===== src/rtl/irm_pkg.sv =====
`timescale 1ns/1ps
package irm_pkg;

    typedef enum logic [2:0] {
        ST_LOCK    = 3'd0,
        ST_CAL     = 3'd1,
        ST_ARM     = 3'd2,
        ST_RESET   = 3'd3,
        ST_MEASURE = 3'd4
    } irm_state_e;

endpackage


===== src/rtl/irm_req_sync.sv =====
`timescale 1ns/1ps
module irm_req_sync #(
    parameter int NUM_REQ = 4
) (
    input  logic               clk,
    input  logic               rst_n,
    input  logic [NUM_REQ-1:0] req_in,
    output logic               req_any,
    output logic               req_rise
);

    logic [NUM_REQ-1:0] stage1_q;
    logic [NUM_REQ-1:0] stage2_q;
    logic               any_d_q;

    // one two-flop synchroniser per timing input
    genvar gi;
    generate
        for (gi = 0; gi < NUM_REQ; gi++) begin : g_sync
            always_ff @(posedge clk or negedge rst_n) begin
                if (!rst_n) begin
                    stage1_q[gi] <= 1'b0;
                    stage2_q[gi] <= 1'b0;
                end else begin
                    stage1_q[gi] <= req_in[gi];
                    stage2_q[gi] <= stage1_q[gi];
                end
            end
        end
    endgenerate

    assign req_any = |stage2_q;

    always_ff @(posedge clk or negedge rst_n) begin
        if (!rst_n) any_d_q <= 1'b0;
        else        any_d_q <= req_any;
    end

    assign req_rise = req_any & ~any_d_q;

endmodule


===== src/rtl/irm_supply_mon.sv =====
`timescale 1ns/1ps
module irm_supply_mon #(
    parameter int CODE_W    = 8,
    parameter int LOCK_THR  = 100,
    parameter int LOCK_HYST = 8
) (
    input  logic              clk,
    input  logic              rst_n,
    input  logic [CODE_W-1:0] supply_code,
    output logic              supply_ok
);

    localparam int EXIT_LVL = LOCK_THR + LOCK_HYST;

    logic above_exit;
    logic below_thr;

    always_comb begin
        above_exit = int'(supply_code) > EXIT_LVL;
        below_thr  = int'(supply_code) < LOCK_THR;
    end

    always_ff @(posedge clk or negedge rst_n) begin
        if (!rst_n)                      supply_ok <= 1'b0;
        else if (!supply_ok && above_exit) supply_ok <= 1'b1;
        else if (supply_ok && below_thr)   supply_ok <= 1'b0;
    end

endmodule


===== src/rtl/irm_rst_timer.sv =====
`timescale 1ns/1ps
module irm_rst_timer #(
    parameter int LEN_W   = 8,
    parameter int MIN_RST = 4
) (
    input  logic             clk,
    input  logic             rst_n,
    input  logic             start,
    input  logic             active,
    input  logic [LEN_W-1:0] len_in,
    output logic             expire,
    output logic             len_ok
);

    localparam int UP_W = $clog2(MIN_RST + 1) + 1;
    localparam logic [UP_W-1:0] UP_MAX = UP_W'(MIN_RST);

    logic [LEN_W-1:0] down_q;
    logic [UP_W-1:0]  up_q;

    always_ff @(posedge clk or negedge rst_n) begin
        if (!rst_n) begin
            down_q <= '0;
            up_q   <= '0;
        end else if (start) begin
            down_q <= len_in;
            up_q   <= UP_W'(1);
        end else if (active) begin
            if (down_q > LEN_W'(1)) down_q <= down_q - LEN_W'(1);
            if (up_q < UP_MAX)      up_q   <= up_q + UP_W'(1);
        end
    end

    // timer mode: current cycle is the last one of the discharge
    assign expire = down_q <= LEN_W'(1);
    // level mode: cycles spent so far reach the minimum
    assign len_ok = up_q >= UP_MAX;

endmodule


===== src/rtl/irm_seq.sv =====
`timescale 1ns/1ps
module irm_seq
    import irm_pkg::*;
#(
    parameter int NUM_REQ    = 4,
    parameter int CODE_W     = 8,
    parameter int LOCK_THR   = 100,
    parameter int LOCK_HYST  = 8,
    parameter int CAL_CYCLES = 64,
    parameter int LEN_W      = 8,
    parameter int MIN_RST    = 4
) (
    input  logic               clk,
    input  logic               rst_n,
    input  logic [CODE_W-1:0]  supply_code,
    input  logic [NUM_REQ-1:0] req_in,
    input  logic               timer_mode,
    input  logic [LEN_W-1:0]   reset_len,
    input  logic               reverse_flow,
    output logic               integ_discharge,
    output logic               meas_enable,
    output logic               out_valid,
    output logic               fault_n
);

    localparam int CAL_W = $clog2(CAL_CYCLES + 1);
    localparam logic [CAL_W-1:0] CAL_LOAD = CAL_W'(CAL_CYCLES - 1);

    irm_state_e       state_q;
    irm_state_e       state_d;
    logic [CAL_W-1:0] cal_cnt_q;
    logic             mode_q;
    logic             fault_q;
    logic             supply_ok;
    logic             req_any;
    logic             req_rise;
    logic             rst_start;
    logic             rst_active;
    logic             tmr_expire;
    logic             len_ok;
    logic             rst_done;

    irm_supply_mon #(
        .CODE_W    (CODE_W),
        .LOCK_THR  (LOCK_THR),
        .LOCK_HYST (LOCK_HYST)
    ) u_supply (
        .clk         (clk),
        .rst_n       (rst_n),
        .supply_code (supply_code),
        .supply_ok   (supply_ok)
    );

    irm_req_sync #(
        .NUM_REQ (NUM_REQ)
    ) u_sync (
        .clk      (clk),
        .rst_n    (rst_n),
        .req_in   (req_in),
        .req_any  (req_any),
        .req_rise (req_rise)
    );

    irm_rst_timer #(
        .LEN_W   (LEN_W),
        .MIN_RST (MIN_RST)
    ) u_timer (
        .clk    (clk),
        .rst_n  (rst_n),
        .start  (rst_start),
        .active (rst_active),
        .len_in (reset_len),
        .expire (tmr_expire),
        .len_ok (len_ok)
    );

    assign rst_active = (state_q == ST_RESET);
    assign rst_start  = (state_d == ST_RESET) && (state_q != ST_RESET);
    assign rst_done   = mode_q ? tmr_expire : !req_any;

    // next-state logic
    always_comb begin
        state_d = state_q;
        unique case (state_q)
            ST_LOCK:    if (supply_ok)         state_d = ST_CAL;
            ST_CAL:     if (cal_cnt_q == '0)   state_d = ST_ARM;
            ST_ARM:     if (req_rise)          state_d = ST_RESET;
            ST_RESET:   if (rst_done)          state_d = ST_MEASURE;
            ST_MEASURE: if (req_rise)          state_d = ST_RESET;
            default:                           state_d = ST_LOCK;
        endcase
        if (!supply_ok) state_d = ST_LOCK;
    end

    // state register and sequencing registers
    always_ff @(posedge clk or negedge rst_n) begin
        if (!rst_n) begin
            state_q   <= ST_LOCK;
            cal_cnt_q <= CAL_LOAD;
            mode_q    <= 1'b0;
            fault_q   <= 1'b0;
        end else begin
            state_q <= state_d;
            if (state_q != ST_CAL)     cal_cnt_q <= CAL_LOAD;
            else if (cal_cnt_q != '0)  cal_cnt_q <= cal_cnt_q - CAL_W'(1);
            if (rst_start)             mode_q <= timer_mode;
            if (state_q == ST_LOCK)
                fault_q <= 1'b0;
            else if (rst_active && !mode_q && !req_any)
                fault_q <= !len_ok;
        end
    end

    // output decode
    always_comb begin
        integ_discharge = 1'b0;
        meas_enable     = 1'b0;
        out_valid       = 1'b0;
        unique case (state_q)
            ST_RESET:   integ_discharge = 1'b1;
            ST_MEASURE: begin
                meas_enable = 1'b1;
                out_valid   = !reverse_flow;
            end
            default: ;
        endcase
        fault_n = !fault_q;
    end

endmodule


===== config.mk =====
export PLATFORM = sky130hd
export DESIGN_NAME = irm_seq
export DESIGN_NICKNAME = d
export VERILOG_FILES = /design/src/rtl/irm_pkg.sv /design/src/rtl/irm_req_sync.sv /design/src/rtl/irm_supply_mon.sv /design/src/rtl/irm_rst_timer.sv /design/src/rtl/irm_seq.sv
export SDC_FILE = /design/constraint.sdc
export NUM_CORES = 1
export LEC_CHECK = 0
export BUFFER_PORTS_ARGS = -buffer_cell sky130_fd_sc_hd__buf_2
export CAP_MARGIN = 20
export CELL_PAD_IN_SITES_DETAIL_PLACEMENT = 0
export CELL_PAD_IN_SITES_GLOBAL_PLACEMENT = 1
export CORE_MARGIN = 3
export CORE_UTILIZATION = 39
export CTS_CLUSTER_SIZE = 12
export DETAILED_ROUTE_END_ITERATION = 8
export GPL_TIMING_DRIVEN = 0
export PLACE_DENSITY = 0.76
export SYNTH_ARGS = -nofsm -noshare
export SYNTH_HDL_FRONTEND = slang
export SYNTH_SLANG_ARGS = --single-unit

===== constraint.sdc =====
create_clock -name clk -period 2.1 [get_ports clk]
set_input_delay 0 -clock clk [delete_from_list [all_inputs] [get_ports clk]]
set_output_delay 0 -clock clk [all_outputs]
set_load 0.02 [all_outputs]

==> metrics.md, run 1 <==
| Metric | Value |
|---|---|
| Cell accounting for the most synthesized area | `dfrtp_1` |
| Final period util | `102%` |
| Startpoint Class | `flip-flop` |
| Final setup margin | `-40.9 ps` |
| HPWL after DPL | `~2300 µm` |
| Wire length per cell | `12.4 µm` |
| M1 wire length | `1540 µm` |
| Total track usage | `13.9%` |
| ANT nets after route | `0` |
| Number of cells produced by synthesis | `between 150 and 200` |
| Failing checks | `negative setup slack` |
| Crit path capture type | `flip-flop` |
| Fin crit period | `between 2000 and 2500 ps` |
| Iteration-0 DRC Markers | `59` |
| Syn Area/Cell | `10.9 µm²` |
| Non-filler cells, final | `273` |
| Grt total ovfl | `0` |
| Largest net degree at the start of global routing | `35` |
| Via count | `1374` |
| Global-route wire length before repair | `5780 µm` |
| Leak | `1.03 nW` |
| Asr flop ratio synth | `100%` |
| Syn Std Cell Area | `1770 µm²` |
| Number of global-route vias before repair | `1375` |
| Outcome | `finished, violations left` |
| Starting Density | `42.2%` |
| Slew margin rel. | `49.5%` |
| Area growth syn-to-layout | `31.9%` |
| Residual DRC | `0` |
| GP Congestion | `0.761` |
| Primary FF master, synth | `dfrtp_1` |
| Max-cap violation count | `0` |
| Vias per cell | `5.03` |
| Filler cell count | `361` |
| F_max | `467 MHz` |
| Crit Path Class | `reg2reg` |
| Sequential cell area | `~860 µm²` |
| Metal3 WL | `166 µm` |
| Layout cells sized above 1 | `35.9%` |
| Hold Vio Cnt, Final | `0` |
| Initial antenna violation count | `0` |
| CTS tree | `yes` |
| Die area | `5390 µm²` |
| Die width | `73.4 µm` |
| Setup TNS after final layout | `-76.5 ps` |
| Yosys warns | `0` |
| Hold Crit Class | `in2reg` |
| Cell Rows | `23` |
| Antenna cells | `0` |
| # IOs | `28` |
| Register bit total from synthesis | `34` |
| Met2 wire len | `~1600 µm` |
| Critical Path RT | `2270 ps` |
| Highest Signal Layer | `met4` |
| Critical Path AT | `2310 ps` |
| Post-synthesis cell type count | `48` |
| Sequential cell area fraction in the yosys report | `about half` |
| Most common cell after layout, fill and taps aside | `buf_2` |
| Number of clock sinks | `34` |
| RSZ-0062 raised after global routing | `true` |
| Clock skew | `between 5 and 6 ps` |
| Max IR drop VDD | `0.465 mV` |
| Syn_nets | `191` |
| Area contributors post-synth | `dfrtp_1 (40%), dfstp_2 (8.9%), nor2_1 (4.4%)` |
| Pins Over Slew Limit | `0` |
| WL final | `3390 µm` |
| Root Buffer | `clkbuf_8` |
| Clk_lat worst skew | `280 ps` |
| Pwr Density | `566 nW/µm²` |
| Post-layout util | `55.7%` |
| Highest-count cells in the layout ignoring fill and taps | `buf_2 (29), dfrtp_1 (28), nor2_1 (19)` |
| Drt pass-1 iters | `4` |
| Worst Path Max Fanout | `5` |
| Pre-CTS setup slack | `-256 ps` |
| Multi-input gate area | `861 µm²` |
| Placed instance count | `between 200 and 250` |
| DIE HEIGHT | `73.4 µm` |
| Final setup fails | `2` |
| Total CTS buffers | `5` |
| Yosys top cell area share | `39.5%` |
| Nets@finish | `250` |
| Reg clk slew, reported paths | `70 ps` |
| EDFF count, synth | `0` |
| Core ar. | `4200 µm²` |
| PortBufs | `27` |
| # H-tree levels | `2` |
| Clock Tree Buf Depth | `2` |
| Worst slew pin tran | `758 ps` |
## cell type report
cell class	count	share of cell area (%)
Sequential cell	34	36.7
Inverter	12	1.93
Clock buffer	6	3.53
Clock inverter	2	0.535
Multi-Input combinational cell	112	36.8
Buffer	5	1.87
Tap cell	50	2.68
Timing Repair Buffer	52	15.9
## flip-flops by register name (all words and copies together), names as in the netlist
name and flops:
fault_q 1, u_timer.up_q 4, u_timer.down_q 8, u_sync.stage1_q 4
u_supply.supply_ok 1, u_sync.any_d_q 1, state_q 3, mode_q 1
u_sync.stage2_q 4, cal_cnt_q 7
## cells by family after synthesis
| group | synth area share (%) |
|---|---|
| and+or+nand+nor | 20.8 |
| muxes | 6.21 |
| DFF | 48.4 |
| xor gates and xnor gates | 3.95 |
| AOI/OAI and AO/OA | 12.8 |
| buffers and inverters | 5.01 |
| adders and majority gates | 2.82 |
## path summary, 6_finish.rpt
kind                       slack, ps                  to               start  depth (start not counted)
min in group asynchronous        330  u_supply.supply_ok               rst_n                          2
setup / recovery                 -40              mode_q        cal_cnt_q[1]                          8
setup reg to reg                 -40              mode_q        cal_cnt_q[1]                          8
hold / removal                   220   u_timer.down_q[1]        reset_len[1]                          5
hold reg to reg                  350  u_sync.stage2_q[2]  u_sync.stage1_q[2]                          0
max in group asynchronous       1280   u_timer.down_q[3]               rst_n                          2
## where the power goes
part / switching, W / internal (W)
combinational: 0.0000567 / 0.0000734
clock: 0.000232 / 0.000263
sequential: 0.0000142 / 0.000685
total: 0.000303 / 0.00102
## critical path, cell delays in order (launching register included)
cell and delay [ps]:
dfstp_2 540, inv_2 50, ha_4 150, or4b_4 250, nor3_4 40, a211o_2 320, o211a_4 270, buf_8 140
mux2_4 280
## synthesized netlist by cell type, drive strengths merged, types with 2 or more instances
cell and instances:
nand3b 2, nor4 3, a21oi 6, mux2 5
or4 3, dfstp 6, xnor2 5, nor2 22
ha 4, a31oi 2, dfrtp 28, a311o 2
nand2 7, or3 2, inv 12, o211ai 3
o211a 2, nand3 2, xor2 3, nor3 6
buf 5, o21ai 6, mux2i 5, nand2b 6
## metrics by stage
step / power, W / instance area [µm²] / hold slack, ps
after detailed placement: 0.000804 / 1970 / 109
after floorplan: 0.000759 / 1780 / -296
after global routing: 0.00140 / 2340 / 248
after CTS: 0.00135 / 2280 / 197
after global placement: 0.000798 / 1970 / 98.5
final: 0.00132 / 2340 / 215
## metal layers
layer	track usage, %	vias up
met2	23.0	33
met1	16.7	642
li1	-	692
met4	4.83	0
met3	4.92	7
met5	0	-
## repair_timing
action | 4_1_cts | 5_1_grt
gates resized for setup | 2 | 5
setup buffers | 5 | 5
setup endpoints to repair | 13 | 13
hold endpoints to repair | 41 | 0
pin swaps | 7 | 4
hold buffers | 15 | 0
Power figures use the tool's default switching activity.
==> inputs of run 2 (changes only) <==
- ABC_AREA: default -> 1
- CORE_UTILIZATION: 39 -> 38
==> run 2 against run 1 <==
Net effect:
- final area down 0.75%
- maximum frequency up 10%
- die area up 6.3%
- the flow now finishes without violations
- synthesized cell count up 26%
- first-iteration DRC count down 54%
- area after synthesis up 4.2%
- non-clock buffer count down 15
- sequential share of layout area up 0.28 points
- flip-flop and latch count unchanged
- largest power group unchanged
- clock skew down 2.9 ps
- hold slack worse by 200 ps
- highest routed layer unchanged
==> metrics.md, run 2 <==
| Metric | Value |
|---|---|
| Final period util | `92.3% (was 102%)` |
| Highest-count cells in the layout ignoring fill and taps | `inv_1 (35), nand2_1 (35), dfrtp_1 (28) (was buf_2 (29), dfrtp_1 (28), nor2_1 (19))` |
| Syn Area/Cell | `8.96 µm² (was 10.9 µm²)` |
| Setup TNS after final layout | `0 ps (was -76.5 ps)` |
| Syn_nets | `234 (was 191)` |
| Clock group share of total power | `44.0% (was 37.4%)` |
| Clk_lat worst skew | `280 ps (about the same)` |
| Outcome | `completed (was finished, violations left)` |
| # IOs | `28 (unchanged)` |
| RSZ-0062 raised after global routing | `false (was true)` |
| Total track usage | `14.3% (was 13.9%)` |
| DIE HEIGHT | `75.7 µm (was 73.4 µm)` |
| Area growth syn-to-layout | `25.7% (was 31.9%)` |
| Startpoint Class | `flip-flop (unchanged)` |
| Met2 wire len | `1670 µm (was 1640 µm)` |
| Pwr Density | `707 nW/µm² (was 566 nW/µm²)` |
| Antenna cells | `0 (unchanged)` |
| F_max | `516 MHz (was 467 MHz)` |
| Max IR drop VDD | `0.302 mV (was 0.465 mV)` |
| Via count | `1423 (was 1374)` |
| Primary FF master, synth | `dfrtp_1 (unchanged)` |
| Internal Power | `0.00126 W (was 0.00102 W)` |
| R2R depth | `11 (was 8)` |
| Non-filler cells, final | `318 (was 273)` |
| Filler cell count | `446 (was 361)` |
| Residual DRC | `0 (unchanged)` |
| Number of global-route vias before repair | `1344 (was 1375)` |
| Grt total ovfl | `0 (unchanged)` |
| Placed instance count | `298 (was 240)` |
| Largest registers | `u_timer.down_q (8), cal_cnt_q (7) (unchanged)` |
| Die width | `75.7 µm (was 73.4 µm)` |
| HPWL after DPL | `2540 µm (was 2330 µm)` |
| Reg clk slew, reported paths | `70 ps (about the same)` |
| Global-route wire length before repair | `6150 µm (was 5780 µm)` |
| Hold Crit Class | `in2reg (unchanged)` |
| Hold buffers post-CTS | `12 (was 15)` |
| Core ar. | `4530 µm² (was 4200 µm²)` |
| Vias per cell | `4.47 (was 5.03)` |
| Cell Rows | `24 (was 23)` |
| Reg-to-reg endpoint | `u_timer.down_q[3] (was mode_q)` |
| Post-CTS setup buffers | `0 (was 5)` |
| Hold Vio Cnt, Final | `0 (unchanged)` |
| GP Congestion | `0.786 (was 0.761)` |
| Worst Path Max Fanout | `10 (was 5)` |
| ANT nets after route | `0 (unchanged)` |
| Crit path capture type | `flip-flop (unchanged)` |
| Crit. Startpoint | `cal_cnt_q[0] (was cal_cnt_q[1])` |
| Power share of the combinational group | `11.4% (was 9.8%)` |
| Cell accounting for the most synthesized area | `dfrtp_1 (unchanged)` |
| EDFF count, synth | `0 (unchanged)` |
| Metal3 WL | `115 µm (was 166 µm)` |
| Most instantiated cells after synthesis | `inv_1 (35), nand2_1 (35), dfrtp_1 (28) (was dfrtp_1 (28), nor2_1 (21), inv_1 (12))` |
| PortBufs | `27 (unchanged)` |
| Fin crit period | `1940 ps (was 2140 ps)` |
| CTS tree | `yes (unchanged)` |
| Largest net degree at the start of global routing | `35 (unchanged)` |
| # H-tree levels | `2 (unchanged)` |
| Part of the power in registers | `44.6% (was 52.8%)` |
| Syn Std Cell Area | `1850 µm² (was 1770 µm²)` |
| Reg-to-reg slack, setup | `160 ps (was -40 ps)` |
| Critical Path RT | `2270 ps (about the same)` |
| Area contributors post-synth | `dfrtp_1 (38%), dfstp_2 (8.5%), inv_1 (7.1%) (was dfrtp_1 (40%), dfstp_2 (8.9%), nor2_1 (4.4%))` |
| Critical Path AT | `2110 ps (was 2310 ps)` |
| Top reg by flops | `u_timer.down_q (unchanged)` |
| Highest Signal Layer | `met4 (unchanged)` |
| Max reg flops | `8 (unchanged)` |
| Critical path endpoint | `u_timer.down_q[3] (was mode_q)` |
| Sequential cell area fraction in the yosys report | `46.5% (was 48.4%)` |
| Sequential cell area | `858 µm² (unchanged)` |
| Slew margin rel. | `49.7% (was 49.5%)` |
| Post-synthesis cell type count | `34 (was 48)` |
| Pins Over Slew Limit | `0 (unchanged)` |
| WL final | `3520 µm (was 3390 µm)` |
| Yosys top cell area share | `37.9% (was 39.5%)` |
| Final setup fails | `0 (was 2)` |
| Number of clock sinks | `34 (unchanged)` |
| # resized after CTS | `0 (was 2)` |
| Register bit total from synthesis | `34 (unchanged)` |
| Clock skew | `2.63 ps (was 5.50 ps)` |
| Critical R2R Launch | `cal_cnt_q[0] (was cal_cnt_q[1])` |
| Asr flop ratio synth | `100% (unchanged)` |
| Nets@finish | `280 (was 250)` |
| Drt pass-1 iters | `4 (unchanged)` |
| Leak | `1.17 nW (was 1.03 nW)` |
| Yosys warns | `0 (unchanged)` |
| Net Sw Power | `0.000378 W (was 0.000303 W)` |
| Multi-input gate area | `816 µm² (was 861 µm²)` |
| Crit Path Class | `reg2reg (unchanged)` |
| Number of cells produced by synthesis | `206 (was 163)` |
| Clock Tree Buf Depth | `2 (unchanged)` |
| Worst slew pin tran | `754 ps (was 758 ps)` |
| Starting Density | `40.7% (was 42.2%)` |
| Max-cap violation count | `0 (unchanged)` |
| Root Buffer | `clkbuf_8 (unchanged)` |
| Switching Share | `23.0% (was 22.9%)` |
| M1 wire length | `1690 µm (was 1540 µm)` |
| Wire length per cell | `11.1 µm (was 12.4 µm)` |
| Initial antenna violation count | `0 (unchanged)` |
| Die area | `5730 µm² (was 5390 µm²)` |
| Total CTS buffers | `5 (unchanged)` |
| Layout cells sized above 1 | `28.5% (was 35.9%)` |
| Iteration-0 DRC Markers | `27 (was 59)` |
==> run 2: cell types whose count changed after synthesis, moves of 4 or more <==
cell	change
inv_1	+23
inv_2	+4
mux2i_1	-5
nand2_1	+28
nand2b_1	-6
nand3_2	+12
nand4_1	+7
nor2_1	-5
xnor2_1	-5
==> run 2: kinds of logic (layout without fill, tap and decap cells) <==
family,count (synthesis),in the layout,share of synthesized area [%]
and+or+nand+nor,93,93,30.1
buffers and inverters,42,89,9.35
DFF,34,34,46.5
AOI/OAI and AO/OA,27,27,8.40
xor gates and xnor gates,5,5,2.37
adders and majority gates,4,4,2.71
muxes,1,1,0.610
==> run 2: area by class of cell <==
type / count / area share [%]
Sequential cell: 34 / 37.0
Clock inverter: 3 / 2.96
Buffer: 3 / 1.13
Timing Repair Buffer: 39 / 11.0
Clock buffer: 5 / 2.96
Multi-Input combinational cell: 130 / 35.1
Tap cell: 65 / 3.50
Inverter: 39 / 6.31
==> run 2: worst min path at each step <==
stage	start	to	slack, ps	cells after the start
2_1_floorplan	rst_n	cal_cnt_q[6]	-300	0
3_3_place_gp	req_in[0]	u_sync.stage1_q[0]	110	1
3_5_place_dp	req_in[3]	u_sync.stage1_q[3]	110	1
4_1_cts	reset_len[5]	u_timer.down_q[5]	2	5
5_1_grt	reset_len[7]	u_timer.down_q[7]	7	3
6_report	reset_len[5]	u_timer.down_q[5]	10	5
==> run 2: stage by stage <==
stage	setup WS, ps	hold WS, ps	power [W]	area [µm²]	util (%)
finish	161	11.1	0.00164	2320	51.2
global route	15.2	6.92	0.00173	2320	51.2
CTS	132	2.13	0.00167	2320	51.2
detailed placement	144	109	0.000916	2060	45.5
global placement	150	108	0.000916	2060	45.5
floorplan	383	-296	0.000851	1850	-
==> run 2: power by group through the flow <==
stage / sequential (W) / clock (W) / combinational, W
after floorplan: 0.000741 / 0 / 0.000110
after global placement: 0.000745 / 0 / 0.000171
after detailed placement: 0.000745 / 0 / 0.000171
after CTS: 0.000732 / 0.000746 / 0.000190
after global routing: 0.000737 / 0.000779 / 0.000216
final: 0.000732 / 0.000721 / 0.000187
==> run 2: routing by layer <==
metal | up-vias | track usage [%]
met4 | 0 | 4.08
met5 | - | 0
met1 | 643 | 18.7
met2 | 20 | 23.2
li1 | 756 | -
met3 | 4 | 4.22
==> run 2: worst max-delay path, cell delays in order, from the launching register on <==
cell,delay [ps]
dfstp_2,530
inv_1,70
ha_1,210
nand2_1,140
inv_1,80
nand2_1,90
nand2_1,110
nand3_4,180
nand3_4,130
buf_8,170
nand3_2,60
nand3_2,60
